[config.mk]
export PLATFORM = sky130hd
export DESIGN_NAME = sb_sched
export DESIGN_NICKNAME = d
export VERILOG_FILES = /design/src/rtl/sb_pkg.sv /design/src/rtl/sb_fu_stub.sv /design/src/rtl/sb_wb_arb.sv /design/src/rtl/sb_issue_sel.sv /design/src/rtl/sb_sched.sv
export SDC_FILE = /design/constraint.sdc
export NUM_CORES = 1
export LEC_CHECK = 0
export ABC_CLOCK_PERIOD_IN_PS = 15710
export BUFFER_PORTS_ARGS = -buffer_cell sky130_fd_sc_hd__buf_2
export CAP_MARGIN = 10
export CORE_ASPECT_RATIO = 1.4
export CORE_UTILIZATION = 46
export DETAILED_ROUTE_END_ITERATION = 8
export GPL_ROUTABILITY_DRIVEN = 0
export SLEW_MARGIN = 25
export SYNTH_ARGS = -nofsm -noshare
export SYNTH_HDL_FRONTEND = slang
export SYNTH_SLANG_ARGS = --single-unit
[constraint.sdc]
create_clock -name clk -period 15.71 [get_ports clk]
set_input_delay 2.3565 -clock clk [delete_from_list [all_inputs] [get_ports clk]]
set_output_delay 2.3565 -clock clk [all_outputs]
set_load 0.1 [all_outputs]
[src/rtl/sb_pkg.sv]
`timescale 1ns/1ps
package sb_pkg;
  localparam int NREG  = 32;
  localparam int REG_W = $clog2(NREG);
  localparam int NU    = 5;
  localparam int FU_W  = $clog2(NU + 1);

  localparam logic [1:0] CLS_INT = 2'd0;
  localparam logic [1:0] CLS_MUL = 2'd1;
  localparam logic [1:0] CLS_ADD = 2'd2;
  localparam logic [1:0] CLS_DIV = 2'd3;

  // class served by each unit slot (slot i has identifier i+1)
  localparam logic [1:0] UNIT_CLS [NU] = '{CLS_INT, CLS_MUL, CLS_MUL, CLS_ADD, CLS_DIV};

  typedef enum logic [1:0] {ST_IDLE = 2'd0, ST_RD = 2'd1, ST_EX = 2'd2, ST_DN = 2'd3} st_e;

  typedef struct packed {
    st_e              st;
    logic [1:0]       op;
    logic [REG_W-1:0] fi;
    logic [REG_W-1:0] fj;
    logic [REG_W-1:0] fk;
    logic [FU_W-1:0]  qj;
    logic [FU_W-1:0]  qk;
    logic             rj;
    logic             rk;
  } fu_ent_t;
endpackage

[src/rtl/sb_fu_stub.sv]
`timescale 1ns/1ps
module sb_fu_stub #(
  parameter int LAT = 1
) (
  input  logic clk,
  input  logic rst,
  input  logic start,
  output logic done
);
  localparam int CW = $clog2(LAT + 1);
  logic [CW-1:0] cnt;

  always_ff @(posedge clk) begin
    if (rst)               cnt <= '0;
    else if (start)        cnt <= CW'(LAT);
    else if (cnt != '0)    cnt <= cnt - 1'b1;
  end

  assign done = (cnt == CW'(1));

  // a non-pipelined unit is never restarted while counting
  p_no_restart_r11: assert property (@(posedge clk) disable iff (rst)
    (cnt != '0) |-> !start);
endmodule

[src/rtl/sb_wb_arb.sv]
`timescale 1ns/1ps
module sb_wb_arb #(
  parameter int N = 5
) (
  input  logic         clk,
  input  logic         rst,
  input  logic [N-1:0] req,
  output logic [N-1:0] gnt
);
  always_comb begin
    gnt = '0;
    for (int i = 0; i < N; i++)
      if (req[i] && gnt == '0) gnt[i] = 1'b1;
  end

  // one writer at most, and only a requester
  p_gnt_onehot_r7: assert property (@(posedge clk) disable iff (rst) $onehot0(gnt));
  p_gnt_in_req_r7: assert property (@(posedge clk) disable iff (rst) (gnt & ~req) == '0);
endmodule

[src/rtl/sb_issue_sel.sv]
`timescale 1ns/1ps
module sb_issue_sel
  import sb_pkg::*;
(
  input  logic [NU-1:0]   busy,
  input  logic [1:0]      cls,
  output logic [FU_W-1:0] tgt,
  output logic            free
);
  always_comb begin
    tgt  = '0;
    free = 1'b0;
    case (cls)
      CLS_INT: begin tgt = FU_W'(0); free = !busy[0]; end
      CLS_MUL: begin
        tgt  = busy[1] ? FU_W'(2) : FU_W'(1);
        free = !busy[1] || !busy[2];
      end
      CLS_ADD: begin tgt = FU_W'(3); free = !busy[3]; end
      default: begin tgt = FU_W'(4); free = !busy[4]; end
    endcase
  end
endmodule

[src/rtl/sb_sched.sv]
`timescale 1ns/1ps
module sb_sched
  import sb_pkg::*;
#(
  parameter int LAT_INT = 1,
  parameter int LAT_MUL = 10,
  parameter int LAT_ADD = 2,
  parameter int LAT_DIV = 40
) (
  input  logic             clk,
  input  logic             rst,
  input  logic             in_valid,
  input  logic [1:0]       in_cls,
  input  logic [REG_W-1:0] in_dst,
  input  logic [REG_W-1:0] in_src1,
  input  logic [REG_W-1:0] in_src2,
  output logic             in_ready,
  output logic [NU-1:0]    fu_start,
  output logic             wb_en,
  output logic [REG_W-1:0] wb_reg,
  output logic [FU_W-1:0]  wb_unit
);
  localparam int LATS [NU] = '{LAT_INT, LAT_MUL, LAT_MUL, LAT_ADD, LAT_DIV};

  fu_ent_t          ent [NU];
  logic [FU_W-1:0]  rrt [NREG];
  logic [NU-1:0]    busy, done, rd_fire, war_ok, wb_req, wb_gnt;
  logic [FU_W-1:0]  tgt, wb_idx, wb_id;
  logic [FU_W-1:0]  q1, q2, qd;
  logic [REG_W-1:0] wb_fi;
  logic             unit_free, have_wb, issue;

  always_comb
    for (int u = 0; u < NU; u++) busy[u] = (ent[u].st != ST_IDLE);

  sb_issue_sel u_sel (.busy(busy), .cls(in_cls), .tgt(tgt), .free(unit_free));

  // write-back selection
  always_comb begin
    for (int u = 0; u < NU; u++) begin
      war_ok[u] = 1'b1;
      for (int f = 0; f < NU; f++)
        if (f != u && ent[f].st == ST_RD &&
            ((ent[f].rj && ent[f].fj == ent[u].fi) ||
             (ent[f].rk && ent[f].fk == ent[u].fi)))
          war_ok[u] = 1'b0;
      wb_req[u]  = (ent[u].st == ST_DN) && war_ok[u];
      rd_fire[u] = (ent[u].st == ST_RD) && ent[u].rj && ent[u].rk;
    end
  end

  sb_wb_arb #(.N(NU)) u_arb (.clk(clk), .rst(rst), .req(wb_req), .gnt(wb_gnt));

  always_comb begin
    wb_idx = '0;
    for (int i = NU - 1; i >= 0; i--)
      if (wb_gnt[i]) wb_idx = FU_W'(i);
  end

  assign have_wb = |wb_gnt;
  assign wb_id   = wb_idx + 1'b1;
  assign wb_fi   = ent[wb_idx].fi;

  // register table as seen this cycle, with the current write already cleared
  always_comb begin
    q1 = (have_wb && in_src1 == wb_fi) ? '0 : rrt[in_src1];
    q2 = (have_wb && in_src2 == wb_fi) ? '0 : rrt[in_src2];
    qd = (have_wb && in_dst  == wb_fi) ? '0 : rrt[in_dst];
  end

  assign in_ready = unit_free && (qd == '0);
  assign issue    = in_valid && in_ready;

  // unit status entries
  always_ff @(posedge clk) begin
    if (rst) begin
      for (int u = 0; u < NU; u++) ent[u] <= '0;
    end else begin
      for (int u = 0; u < NU; u++) begin
        if (issue && int'(tgt) == u) begin
          ent[u].st <= ST_RD;
          ent[u].op <= in_cls;
          ent[u].fi <= in_dst;
          ent[u].fj <= in_src1;
          ent[u].fk <= in_src2;
          ent[u].qj <= q1;
          ent[u].qk <= q2;
          ent[u].rj <= (q1 == '0);
          ent[u].rk <= (q2 == '0);
        end else begin
          case (ent[u].st)
            ST_RD: begin
              if (rd_fire[u]) begin
                ent[u].st <= ST_EX;
                ent[u].rj <= 1'b0;
                ent[u].rk <= 1'b0;
                ent[u].qj <= '0;
                ent[u].qk <= '0;
              end else begin
                if (have_wb && ent[u].qj == wb_id) begin
                  ent[u].rj <= 1'b1;
                  ent[u].qj <= '0;
                end
                if (have_wb && ent[u].qk == wb_id) begin
                  ent[u].rk <= 1'b1;
                  ent[u].qk <= '0;
                end
              end
            end
            ST_EX:   if (done[u])   ent[u].st <= ST_DN;
            ST_DN:   if (wb_gnt[u]) ent[u].st <= ST_IDLE;
            default: ;
          endcase
        end
      end
    end
  end

  // register result table
  always_ff @(posedge clk) begin
    if (rst) begin
      for (int r = 0; r < NREG; r++) rrt[r] <= '0;
    end else begin
      if (have_wb) rrt[wb_fi]  <= '0;
      if (issue)   rrt[in_dst] <= tgt + 1'b1;
    end
  end

  // registered outputs
  always_ff @(posedge clk) begin
    if (rst) begin
      fu_start <= '0;
      wb_en    <= 1'b0;
      wb_reg   <= '0;
      wb_unit  <= '0;
    end else begin
      fu_start <= rd_fire;
      wb_en    <= have_wb;
      wb_reg   <= wb_fi;
      wb_unit  <= have_wb ? wb_id : '0;
    end
  end

  for (genvar g = 0; g < NU; g++) begin : g_fu
    sb_fu_stub #(.LAT(LATS[g])) u_fu (
      .clk(clk), .rst(rst), .start(rd_fire[g]), .done(done[g]));

    // start is a single-cycle pulse
    p_start_pulse_r11: assert property (@(posedge clk) disable iff (rst)
      fu_start[g] |=> !fu_start[g]);
    // a busy entry always holds the class its unit serves
    p_unit_cls_r6: assert property (@(posedge clk) disable iff (rst)
      (ent[g].st != ST_IDLE) |-> (ent[g].op == UNIT_CLS[g]));
  end

  // acceptance only into an idle unit
  p_issue_free_r1: assert property (@(posedge clk) disable iff (rst)
    issue |-> (ent[tgt].st == ST_IDLE));
  // never accept onto a register with a pending write that is not being retired now
  p_issue_nowaw_r2: assert property (@(posedge clk) disable iff (rst)
    issue |-> (rrt[in_dst] == '0 || (have_wb && wb_fi == in_dst)));
endmodule

* Yosys cells after proc, flatten, opt, wreduce, memory -nomap -nowiden
Memory sizes are Yosys's and may differ from the RTL's.
Cells that the tools add are included.
** Storage, ports and cells
- Register bits :: 31
- Latch bits :: 0
- Bits in writable memories :: 231
- ROM bits :: 0
- Input bits :: 20
- Output and inout bits :: 15
- Logic and storage cells :: 666
- Memories kept :: 2
** Operators by class
- $add $sub $neg :: 7
- $mul :: 0
- Divide/modulo/power cells :: 0
- Magnitude comparators :: 0
- Equal/unequal tests :: 78
- Shift operators :: 0
- Muxes and demuxes :: 310
- Bitwise operators :: 102
- Reduce and logical (&&, ||, !) cells :: 154
** Memories
- ent :: depth 5, bits a word 27, read ports 6, clocked after Yosys merged registers in 0, wr ports 5, line sb_sched.sv:25 : fu_ent_t ent [NU];
- rrt :: depth 32, bits a word 3, read ports 3, clocked after Yosys merged registers in 0, wr ports 32, line sb_sched.sv:26 : logic [FU_W-1:0] rrt [NREG];
** Operators by type and width (number)
- 1-bit 2-to-1 mux :: 217
- 5-bit equality test :: 43
- 3-bit 2-to-1 mux :: 40
- 1-bit OR :: 100
- 1-bit logical AND :: 99
- 5-bit 2-to-1 mux :: 17
- 2-bit 2-to-1 mux :: 28
- 3-bit equality test :: 10
- 2-bit equality test (second input constant) :: 11
- 1-bit logical OR :: 21
- 2-bit nonzero test :: 10
- 4-bit 2-to-1 mux :: 4
- 3-bit zero test :: 5
- 2-bit by 1-bit equality test with 1-bit output (second input constant) :: 7
- 6-bit 2-to-1 mux :: 2
- 2-bit OR reduction :: 5
- 3-bit equality test (second input constant) :: 3
- 3-bit one-hot mux with 3 select lines :: 1
- 4-bit by 1-bit equality test with 1-bit output (second input constant) :: 2
- 4-bit nonzero test :: 2
- 4-bit by 1-bit subtractor with 4-bit output (second input constant) :: 2
- 3-bit by 1-bit adder with 3-bit output (second input constant) :: 2
- 6-bit by 1-bit equality test with 1-bit output (second input constant) :: 1
- 6-bit nonzero test :: 1
- 11 further kinds :: 18

* Depth between registers and ports, before layout
Gate-level depths: netlist (run 1).
An unclocked memory read counts as a cell.
- Depth after elaboration :: 43
- Depth in mapped cells :: 21
- Depth with buffers taken out :: 17

* Hierarchy
Synthesis (run 1) repeated with hierarchy kept, for this count alone.
** Second synthesis, totals
- Cells, all modules :: 1495
- Area, all modules :: 16442.0 µm²
** Modules (own cells, without submodules)
- sb_sched :: times used 1, cells an instance 1401, area an instance 15558.7 µm², seq. area each 6916.6 µm²
- sb_fu_stub (g_fu[1].u_fu ...) :: times used 2, cells an instance 17, area an instance 166.4 µm², seq. area each 80.1 µm²
- sb_fu_stub (g_fu[4].u_fu) :: times used 1, cells an instance 35, area an instance 321.6 µm², seq. area each 120.1 µm²
- sb_fu_stub (g_fu[3].u_fu) :: times used 1, cells an instance 6, area an instance 70.1 µm², seq. area each 40.0 µm²
- sb_issue_sel :: times used 1, cells an instance 11, area an instance 70.1 µm², seq. area each 0.0 µm²
- sb_wb_arb :: times used 1, cells an instance 6, area an instance 55.1 µm², seq. area each 0.0 µm²
- sb_fu_stub (g_fu[0].u_fu) :: times used 1, cells an instance 2, area an instance 33.8 µm², seq. area each 20.0 µm²

* Worst setup path before layout (run 1)
Ideal clock, no wire load.
- Path type :: input to output
- Start point :: input in_dst[0]
- End point :: output in_ready
- Arrival :: 5.416 ns
- Data required time :: 13.354 ns
- Slack :: 7.938 ns
- Stages :: 9
- Buffers on the path :: 3
- Path through :: buf_2 -> buf_1 -> buf_2 -> mux4_2 -> o22ai_1 -> nor4_1 -> nor3_1 -> a41o_1 -> and2_1
** On the way
- Longest elaborated chain between the ends :: 5
- Elaborated cells on any way between the ends :: 6
- Those cells by class :: eq/ne (1); mux (1); reduce/logical (3); memory (1)
** RTL lines
- start, declared :: line sb_sched.sv:14 : input logic [REG_W-1:0] in_dst,
- parallel branches: the longest is 2 deep, another holds memory 32 x 3 bit
- 3-bit 2-to-1 mux * :: line sb_sched.sv:68 : qd = (have_wb && in_dst == wb_fi) ? '0 : rrt[in_dst];
- 3-bit zero test * :: line sb_sched.sv:71 : assign in_ready = unit_free && (qd == '0);
- 1-bit logical AND * :: line sb_sched.sv:71
- end, declared :: line sb_sched.sv:17 : output logic in_ready,
Every way passes the cells marked *.

* Worst setup path after layout (run 1)
Same ends and word-level chain as after synthesis.

==> results.cfg, run 1 <==
[outcome]
status = finished, final reports clean

[min_path]
holdPathEnd = g_fu[3].u_fu.cnt[0]
hp-class = reg2reg
whs_path_depth = 1
hold_start = g_fu[3].u_fu.cnt[0]

[grt]
gr-usage-all-layers_pct = 30.2
grt_pass1_vias = 12700
gr-total-overflow = 0
grt_max_degree = 87
antenna_found_initial = 2
grt_pass1_wl_mm = 80.1

[setup_path]
r2r_start = ent[3][20]
worstSetupPathType = in2out
timing.rr.end = ent[2][8]
worst_setup_path_end_kind = output port
crit_path_start_kind = input pin
critPathMaxFanout = 29
ff2ff_path_depth = 16
r2r_slack_ps = 8980
slowest_delay_ps = 550
slowest_stage = or4_1
crit_chain = buf_2 -> buf_12 -> mux4_2 -> inv_1 -> o22ai_1 -> or4_1 -> nor3_1 -> a41o_1 -> and2_1 -> buf_2
cp.required_ps = 13350
arrival_ps = 5420
path_common_cell = buf_2

[pwr]
power_density_nw_per_um2 = 160
power_frac_clock_pct = 24.2
p_seq_share_pct = 38.9
combPwrFrac_pct = 36.9
total_power_mw = 2.82
power.switching_mw = 1.15
cellLeakagePower_nw = 5.84
p_int_mw = 1.67
p_sw_share_pct = 40.7
ir_drop_uv = 110

[sta]
rsz0062_at_grt = false
finalSetupTns_ps = 0
finalClockSkew_ps = 16.1
slew_violations = 0
finalCriticalPeriod_ps = 7780
max_slew_margin_pct = 33.0
fin_crit_sh_pct = 49.5
worst_pin_slew_ps = 991
max_freq_ghz = 0.129
setup_viol = 0
hold_viol = 0

[yosys]
synth_cells = 1487
ys_warn_count = 0
yosysTopAreaCell = edfxtp_1
syn_area_per_cell_sq_um = 11.0
ys_top_cells_by_area = edfxtp_1 (40%), mux4_2 (12%), xnor2_1 (8.8%)
synth_top_area_share_pct = 40.5
synth_cell_types = 87
synth_nets = 1510
synth_edf_count = 221
synth_top_flop_cell = edfxtp_1
ys_seq_area_share_pct = 44.1
ys_seq_elements = 251
synth_area_sq_um = 16400
synthArstFlopShare_pct = 0

[die]
chipHeight_microns = 225
start_util_pct = 46.8
die_x_microns = 162
io_pins = 35
num_rows = 81
design.die.area_sq_um = 36400
core-area_sq_um = 35100

[layout]
num-fill-cells = 3195
drive_gt1_share_pct = 14.0
mostFrequentLayoutCells = edfxtp_1 (221), xnor2_1 (165), nor3_1 (111), nor2_1 (94), mux4_2 (85)
n_antenna_cell = 0
final_nets = 1466
final_common_cell = edfxtp_1
largest_register_ffs = 125
syn_to_final_growth_pct = 7.33
reg_top3 = ent: 125 flops, rrt: 96 flops, g_fu.u_fu.cnt: 16 flops
regMostFlops = ent

[clock_tree]
cts.hold.buffers_added = 0
cts_resized = 0
cts_buffer_depth = 3
cts_root_buffer = clkbuf_16
cts.sinks = 251
cts_tree = done
post_cts_buffers = 0
clk_pin_slew_ps = 60
htree_num_levels = 1
insertion_delay_ps = 570
cts_made_buffers = 29

[routing]
post_drt_wl_per_cell_microns = 28.5
drt_iter0_markers = 1466
ant_nets = 0
vias = 12800
viasPerCell = 6.68
wirelength_mm = 54.7
firstDrtPassIters = 6
drc = 0

[placement]
place_hpwl_mm = 39.2
io_buffers = 34

[run]
maxCapViolations = 0
cells in the mapped netlist, types with 14 or more instances:
master / instances
xnor2_1: 165
a21oi_1: 58
edfxtp_1: 221
nor4_1: 44
xor2_1: 65
dfxtp_1: 30
o22ai_1: 21
inv_1: 36
nor2_1: 94
nand3_1: 68
mux4_2: 85
nor3_1: 111
o31ai_1: 49
nand4_1: 34
nand2_1: 78
o211ai_1: 14
o21ai_0: 19
buf_2: 43
clkbuf_1: 49
cell families after synthesis:
logic type / Yosys count / synth area share, %
AND/OR/NAND/NOR: 509 / 16.1
flip-flops: 251 / 44.1
AO/OA/AOI/OAI: 238 / 10.3
XOR/XNOR: 232 / 12.5
buffers and inverters: 166 / 4.88
multiplexers: 88 / 11.9
adder cells (fa/ha/maj): 3 / 0.229
critical path: cells and delay by family:
kind                   cells  cell delay, ps
AOI/OAI and AO/OA          2             320
buffers and inverters      4            1040
muxes                      1             530
and+or+nand+nor            3            1160
power groups by stage:
stage	logic, mW	clock network (mW)	registers (mW)
floorplan	0.789	0	1.03
global placement	1.01	0	1.10
CTS	1.03	0.689	1.09
global route	1.11	0.715	1.10
finish	1.04	0.684	1.10
detailed placement	1.02	0	1.10
area by class of cell:
class / count / area, sq um / area share, %
clock buffer: 37 / 766 / 4.35
clock inverter: 16 / 188 / 1.07
inverter: 39 / 146 / 0.832
multi-input combinational: 1070 / 8370 / 47.6
sequential: 251 / 7240 / 41.1
tap: 456 / 571 / 3.24
timing repair buffer: 52 / 318 / 1.81
worst max-delay path by stage:
| stage | start | end | slack [ps] | cells after the start |
|---|---|---|---|---|
| after floorplan | in_dst[0] | in_ready | 7940 | 9 |
| after CTS | in_dst[0] | in_ready | 7660 | 9 |
| after global placement | in_dst[0] | in_ready | 7700 | 9 |
| after global routing | in_dst[0] | in_ready | 7800 | 10 |
| after detailed placement | in_dst[0] | in_ready | 7650 | 9 |
| final | in_dst[0] | in_ready | 7930 | 10 |
per-stage QoR:
stage | std cells | area [sq um] | setup slack [ps] | hold slack (ps) | utilization [%]
2_1_floorplan | 1487 | 16400 | 7940 | 412 | -
3_3_place_gp | 1867 | 16600 | 7700 | 432 | 47.4
3_5_place_dp | 1867 | 16600 | 7650 | 434 | 47.4
4_1_cts | 1920 | 17600 | 7660 | 446 | 50.1
5_1_grt | 1921 | 17600 | 7800 | 475 | 50.2
6_report | 1921 | 17600 | 7930 | 449 | 50.2
routing by layer:
metal | GRT usage (%) | vias to the layer above | routed length [microns]
met4 | 21.6 | 4 | 4260
met5 | 0 | - | 29
met1 | 32.9 | 6200 | 18400
met2 | 54.0 | 806 | 27900
li1 | - | 5583 | -
met3 | 3.97 | 241 | 4170
No activity file was read; power rests on OpenSTA's default activity.
==> run 2: changes to the inputs <==
ABC_CLOCK_PERIOD_IN_PS = 7800   (was 15710)
clock period = 7.8 ns   (was 15.71 ns; I/O delays follow)
==> results.cfg, run 2 (synthesis gave the netlist of run 1 again) <==
[pwr]
p_sw_share_pct = 41.2
power_frac_clock_pct = 22.4
p_seq_share_pct = 40.2
total_power_mw = 5.48
combPwrFrac_pct = 37.4
ir_drop_uv = 246
power.switching_mw = 2.26
cellLeakagePower_nw = 5.77
p_int_mw = 3.22
power_density_nw_per_um2 = 314

[layout]
num-fill-cells = 3214
design_area_sq_um = 17500
utilization_pct = 49.8
regMostFlops = ent
final_nets = 1461
n_antenna_cell = 0
mostFrequentLayoutCells = edfxtp_1 (221), xnor2_1 (165), nor3_1 (111), nor2_1 (94), mux4_2 (85)
syn_to_final_growth_pct = 6.58
drive_gt1_share_pct = 13.7
final_common_cell = edfxtp_1
reg_top3 = ent: 125 flops, rrt: 96 flops, g_fu.u_fu.cnt: 16 flops
largest_register_ffs = 125

[setup_path]
slowest_stage = ha_1
r2r_slack_ps = 1220
crit_chain = nor2b_1 -> nand3_1 -> o32ai_1 -> nor4_2 -> nand2_1 -> a21boi_2 -> nor2_1 -> ha_1 -> xnor2_1 -> and3_1 -> o211ai_1 -> o311ai_1 -> a2111oi_0 -> o211a_1 -> buf_4 -> nor2_1
timing.critical_path.buf_inv = 1
cp_top_family = compound AO/OA/AOI/OAI gates
cp.required_ps = 8050
arrival_ps = 6830
critPathMaxFanout = 34
r2r_start = ent[2][26]
ff2ff_path_depth = 16
path_common_cell = nor2_1
worstSetupPathType = reg2reg
crit_path_start_kind = register
timing.rr.end = ent[1][21]
worst_setup_path_end_kind = register
slowest_delay_ps = 790

[sta]
worst_pin_slew_ps = 1180
finalClockSkew_ps = 40.3
finalSetupTns_ps = 0
rsz0062_at_grt = false
setup_viol = 0
hold_viol = 0
slew_violations = 0
max_slew_margin_pct = 20.8
max_freq_ghz = 0.152
fin_crit_sh_pct = 84.4
layout_setup_ws_ps = 1220
finalCriticalPeriod_ps = 6580

[grt]
gr-usage-all-layers_pct = 30.3
antenna_found_initial = 2
grt_pass1_vias = 12600
grt_pass1_wl_mm = 80.8
grt_max_degree = 79
gr-total-overflow = 0

[min_path]
whs_path_depth = 1
hp-class = reg2reg
hold_start = g_fu[3].u_fu.cnt[0]
holdPathEnd = g_fu[3].u_fu.cnt[0]

[clock_tree]
cts_tree = done
htree_num_levels = 1
cts.sinks = 251
insertion_delay_ps = 570
cts_made_buffers = 26
cts_buffer_depth = 3
cts.hold.buffers_added = 0
cts_resized = 0
post_cts_buffers = 0
clk_pin_slew_ps = 60
cts_root_buffer = clkbuf_16

[die]
io_pins = 35
core-area_sq_um = 35100
chipHeight_microns = 225
start_util_pct = 46.8
die_x_microns = 162
design.die.area_sq_um = 36400
num_rows = 81

[routing]
vias = 12800
wirelength_mm = 54.2
drt_iter0_markers = 1176
ant_nets = 0
post_drt_wl_per_cell_microns = 28.3
drc = 0
viasPerCell = 6.69
firstDrtPassIters = 6

[placement]
io_buffers = 34
place_ws_ps = 1390
placed_area_sq_um = 16600
place_hpwl_mm = 39.2

[outcome]
status = finished, final reports clean

[run]
maxCapViolations = 0
-- run 2: changes by cell type in the layout (fill, tap and decap cells not counted), moves of 2 or more --
cell | previous run | this run
clkbuf_16 | 29 | 26
buf_4 | 17 | 15
bufinv_16 | 4 | 2
clkinv_4 | 2 | 0
clkinvlp_4 | 1 | 3
-- run 2: how the worst max path moves through the flow --
stage,from,cells after the start,endpoint
4_1_cts,ent[2][26],16,ent[3][8]
6_report,ent[2][26],16,ent[1][21]
2_1_floorplan,in_dst[0],9,in_ready
5_1_grt,ent[2][26],16,ent[2][13]
3_3_place_gp,ent[3][22],16,ent[0][21]
3_5_place_dp,ent[2][26],16,ent[0][8]
-- run 2: final cells by class --
type	instances	area, sq um	area share [%]
sequential	251	7240	41.4
timing repair buffer	50	325	1.86
clock buffer	32	673	3.85
inverter	39	146	0.838
clock inverter	16	146	0.838
multi-input combinational	1070	8380	47.9
tap	456	571	3.26
-- run 2: metrics by stage --
stage                     instances  hold slack [ps]
after floorplan                1487              412
after global placement         1865              431
after detailed placement       1865              434
after CTS                      1913              443
after global routing           1914              476
final                          1914              443
-- run 2: routing by layer --
metal / global-route usage, % / routed length, microns
met1: 34.9 / 19000
met3: 4.29 / 4000
met5: 0 / 26
met2: 52.5 / 27500
met4: 20.0 / 3740
-- run 2: power by group through the flow --
stage | clock (mW) | sequential [mW] | combinational, mW
after floorplan | 0 | 2.07 | 1.59
after global placement | 0 | 2.22 | 1.98
after detailed placement | 0 | 2.22 | 2.02
after CTS | 1.23 | 2.19 | 2.02
after global routing | 1.28 | 2.22 | 2.21
final | 1.23 | 2.21 | 2.05
==> run 3: changes to the inputs <==
ABC_CLOCK_PERIOD_IN_PS = 6750   (was 7800)
clock period = 6.75 ns   (was 7.8 ns; I/O delays follow)
==> results.cfg, run 3 (synthesis gave the netlist of run 1 again) <==
[outcome]
status = finished, final reports clean

[grt]
grt_max_degree = 64
gr-usage-all-layers_pct = 30.3
grt_pass1_wl_mm = 80.9
antenna_found_initial = 2
grt_busiest_layer = met2
met1_usage_pct = 33.6
gr-total-overflow = 0
grt_pass1_vias = 12800
grt.met3_usage_pct = 4.73
grt.met2_usage_pct = 53.4

[routing]
firstDrtPassIters = 8
drc = 0
wirelength_mm = 54.3
viasPerCell = 6.66
post_drt_wl_per_cell_microns = 28.2
vias = 12800
drt_iter0_markers = 1210
ant_nets = 0

[sta]
finalSetupTns_ps = 0
fin_crit_sh_pct = 89.7
finalClockSkew_ps = 29.6
setup_viol = 0
finalCriticalPeriod_ps = 6060
slew_violations = 0
max_freq_ghz = 0.165
worst_pin_slew_ps = 1050
max_slew_margin_pct = 30.0
hold_viol = 0
rsz0062_at_grt = false

[die]
num_rows = 81
start_util_pct = 46.8
chipHeight_microns = 225
io_pins = 35
die_x_microns = 162
core-area_sq_um = 35100
design.die.area_sq_um = 36400

[clock_tree]
cts.hold.buffers_added = 0
cts_root_buffer = clkbuf_16
htree_num_levels = 1
insertion_delay_ps = 580
clk_pin_slew_ps = 60
cts.sinks = 251
cts_tree = done
cts_buffer_depth = 3
cts_made_buffers = 28
post_cts_buffers = 0
cts_resized = 0

[setup_path]
crit_end = in_ready
critPathMaxFanout = 10
slowest_stage = edfxtp_1
worstSetupPathType = reg2out
cp.required_ps = 5740
r2r_start = ent[1][21]
r2r_slack_ps = 880
arrival_ps = 5040
slowest_delay_ps = 700
crit_start = ent[0][19]
cp.depth = 11
timing.rr.end = ent[3][17]
ff2ff_path_depth = 16
worst_setup_path_end_kind = output port
cp_top_family = simple AND/OR/NAND/NOR gates
crit_chain = xor2_1 -> nor4_1 -> a41oi_1 -> and3_1 -> a22oi_2 -> a31oi_1 -> nor2_1 -> xnor2_1 -> a41o_1 -> and2_1 -> buf_2
timing.critical_path.buf_inv = 1
crit_path_start_kind = register

[layout]
final_nets = 1471
largest_register_ffs = 125
regMostFlops = ent
drive_gt1_share_pct = 14.5
final_common_cell = edfxtp_1
reg_top3 = ent: 125 flops, rrt: 96 flops, g_fu.u_fu.cnt: 16 flops
n_antenna_cell = 0
mostFrequentLayoutCells = edfxtp_1 (221), xnor2_1 (165), nor3_1 (111), nor2_1 (94), mux4_2 (85)
syn_to_final_growth_pct = 7.41
num-fill-cells = 3198

[placement]
place_hpwl_mm = 39.3
io_buffers = 34

[pwr]
cellLeakagePower_nw = 5.84
power_density_nw_per_um2 = 368
total_power_mw = 6.48
ir_drop_uv = 238

[min_path]
hp-class = reg2reg

[run]
maxCapViolations = 0
run 3: worst min-delay path by stage:
stage / slack, ps / to / startpoint / depth (start not counted)
2_1_floorplan: 410 / g_fu[3].u_fu.cnt[0] / g_fu[3].u_fu.cnt[0] / 1
5_1_grt: 470 / g_fu[3].u_fu.cnt[0] / g_fu[3].u_fu.cnt[0] / 1
3_5_place_dp: 430 / g_fu[3].u_fu.cnt[0] / g_fu[3].u_fu.cnt[0] / 1
3_3_place_gp: 440 / g_fu[3].u_fu.cnt[0] / g_fu[3].u_fu.cnt[0] / 1
6_report: 440 / g_fu[3].u_fu.cnt[0] / g_fu[3].u_fu.cnt[0] / 1
4_1_cts: 440 / g_fu[3].u_fu.cnt[0] / g_fu[3].u_fu.cnt[0] / 1
run 3: area by class of cell:
class	count	area, sq um	share of cell area, %
multi-input cells	1070	8370	47.5
well taps	456	571	3.24
clock inverters	19	195	1.11
inverters	39	146	0.831
repair buffers	58	375	2.13
flip-flops and latches	251	7240	41.1
clock buffers	32	716	4.06
run 3: layer usage:
metal,vias up,wire length [microns]
li1,5612,-
met1,6310,18700
met2,684,27500
met4,4,3930
met3,211,4130
met5,-,25
run 3: metrics by stage:
stage / instances / hold WS, ps / area, sq um / setup WS [ps] / utilization, %
2_1_floorplan: 1487 / 412 / 16400 / 1550 / -
3_3_place_gp: 1874 / 436 / 16700 / 1150 / 47.6
3_5_place_dp: 1874 / 432 / 16700 / 971 / 47.6
4_1_cts: 1925 / 440 / 17600 / 756 / 50.2
5_1_grt: 1925 / 472 / 17600 / 457 / 50.2
6_report: 1925 / 437 / 17600 / 694 / 50.2
run 3: where the power goes:
part,internal (mW),total [mW],leakage [nW],switching (mW)
sequential,2.06,2.56,2.53,0.504
clock,0.850,1.53,0.428,0.676
combinational,0.904,2.40,2.89,1.49
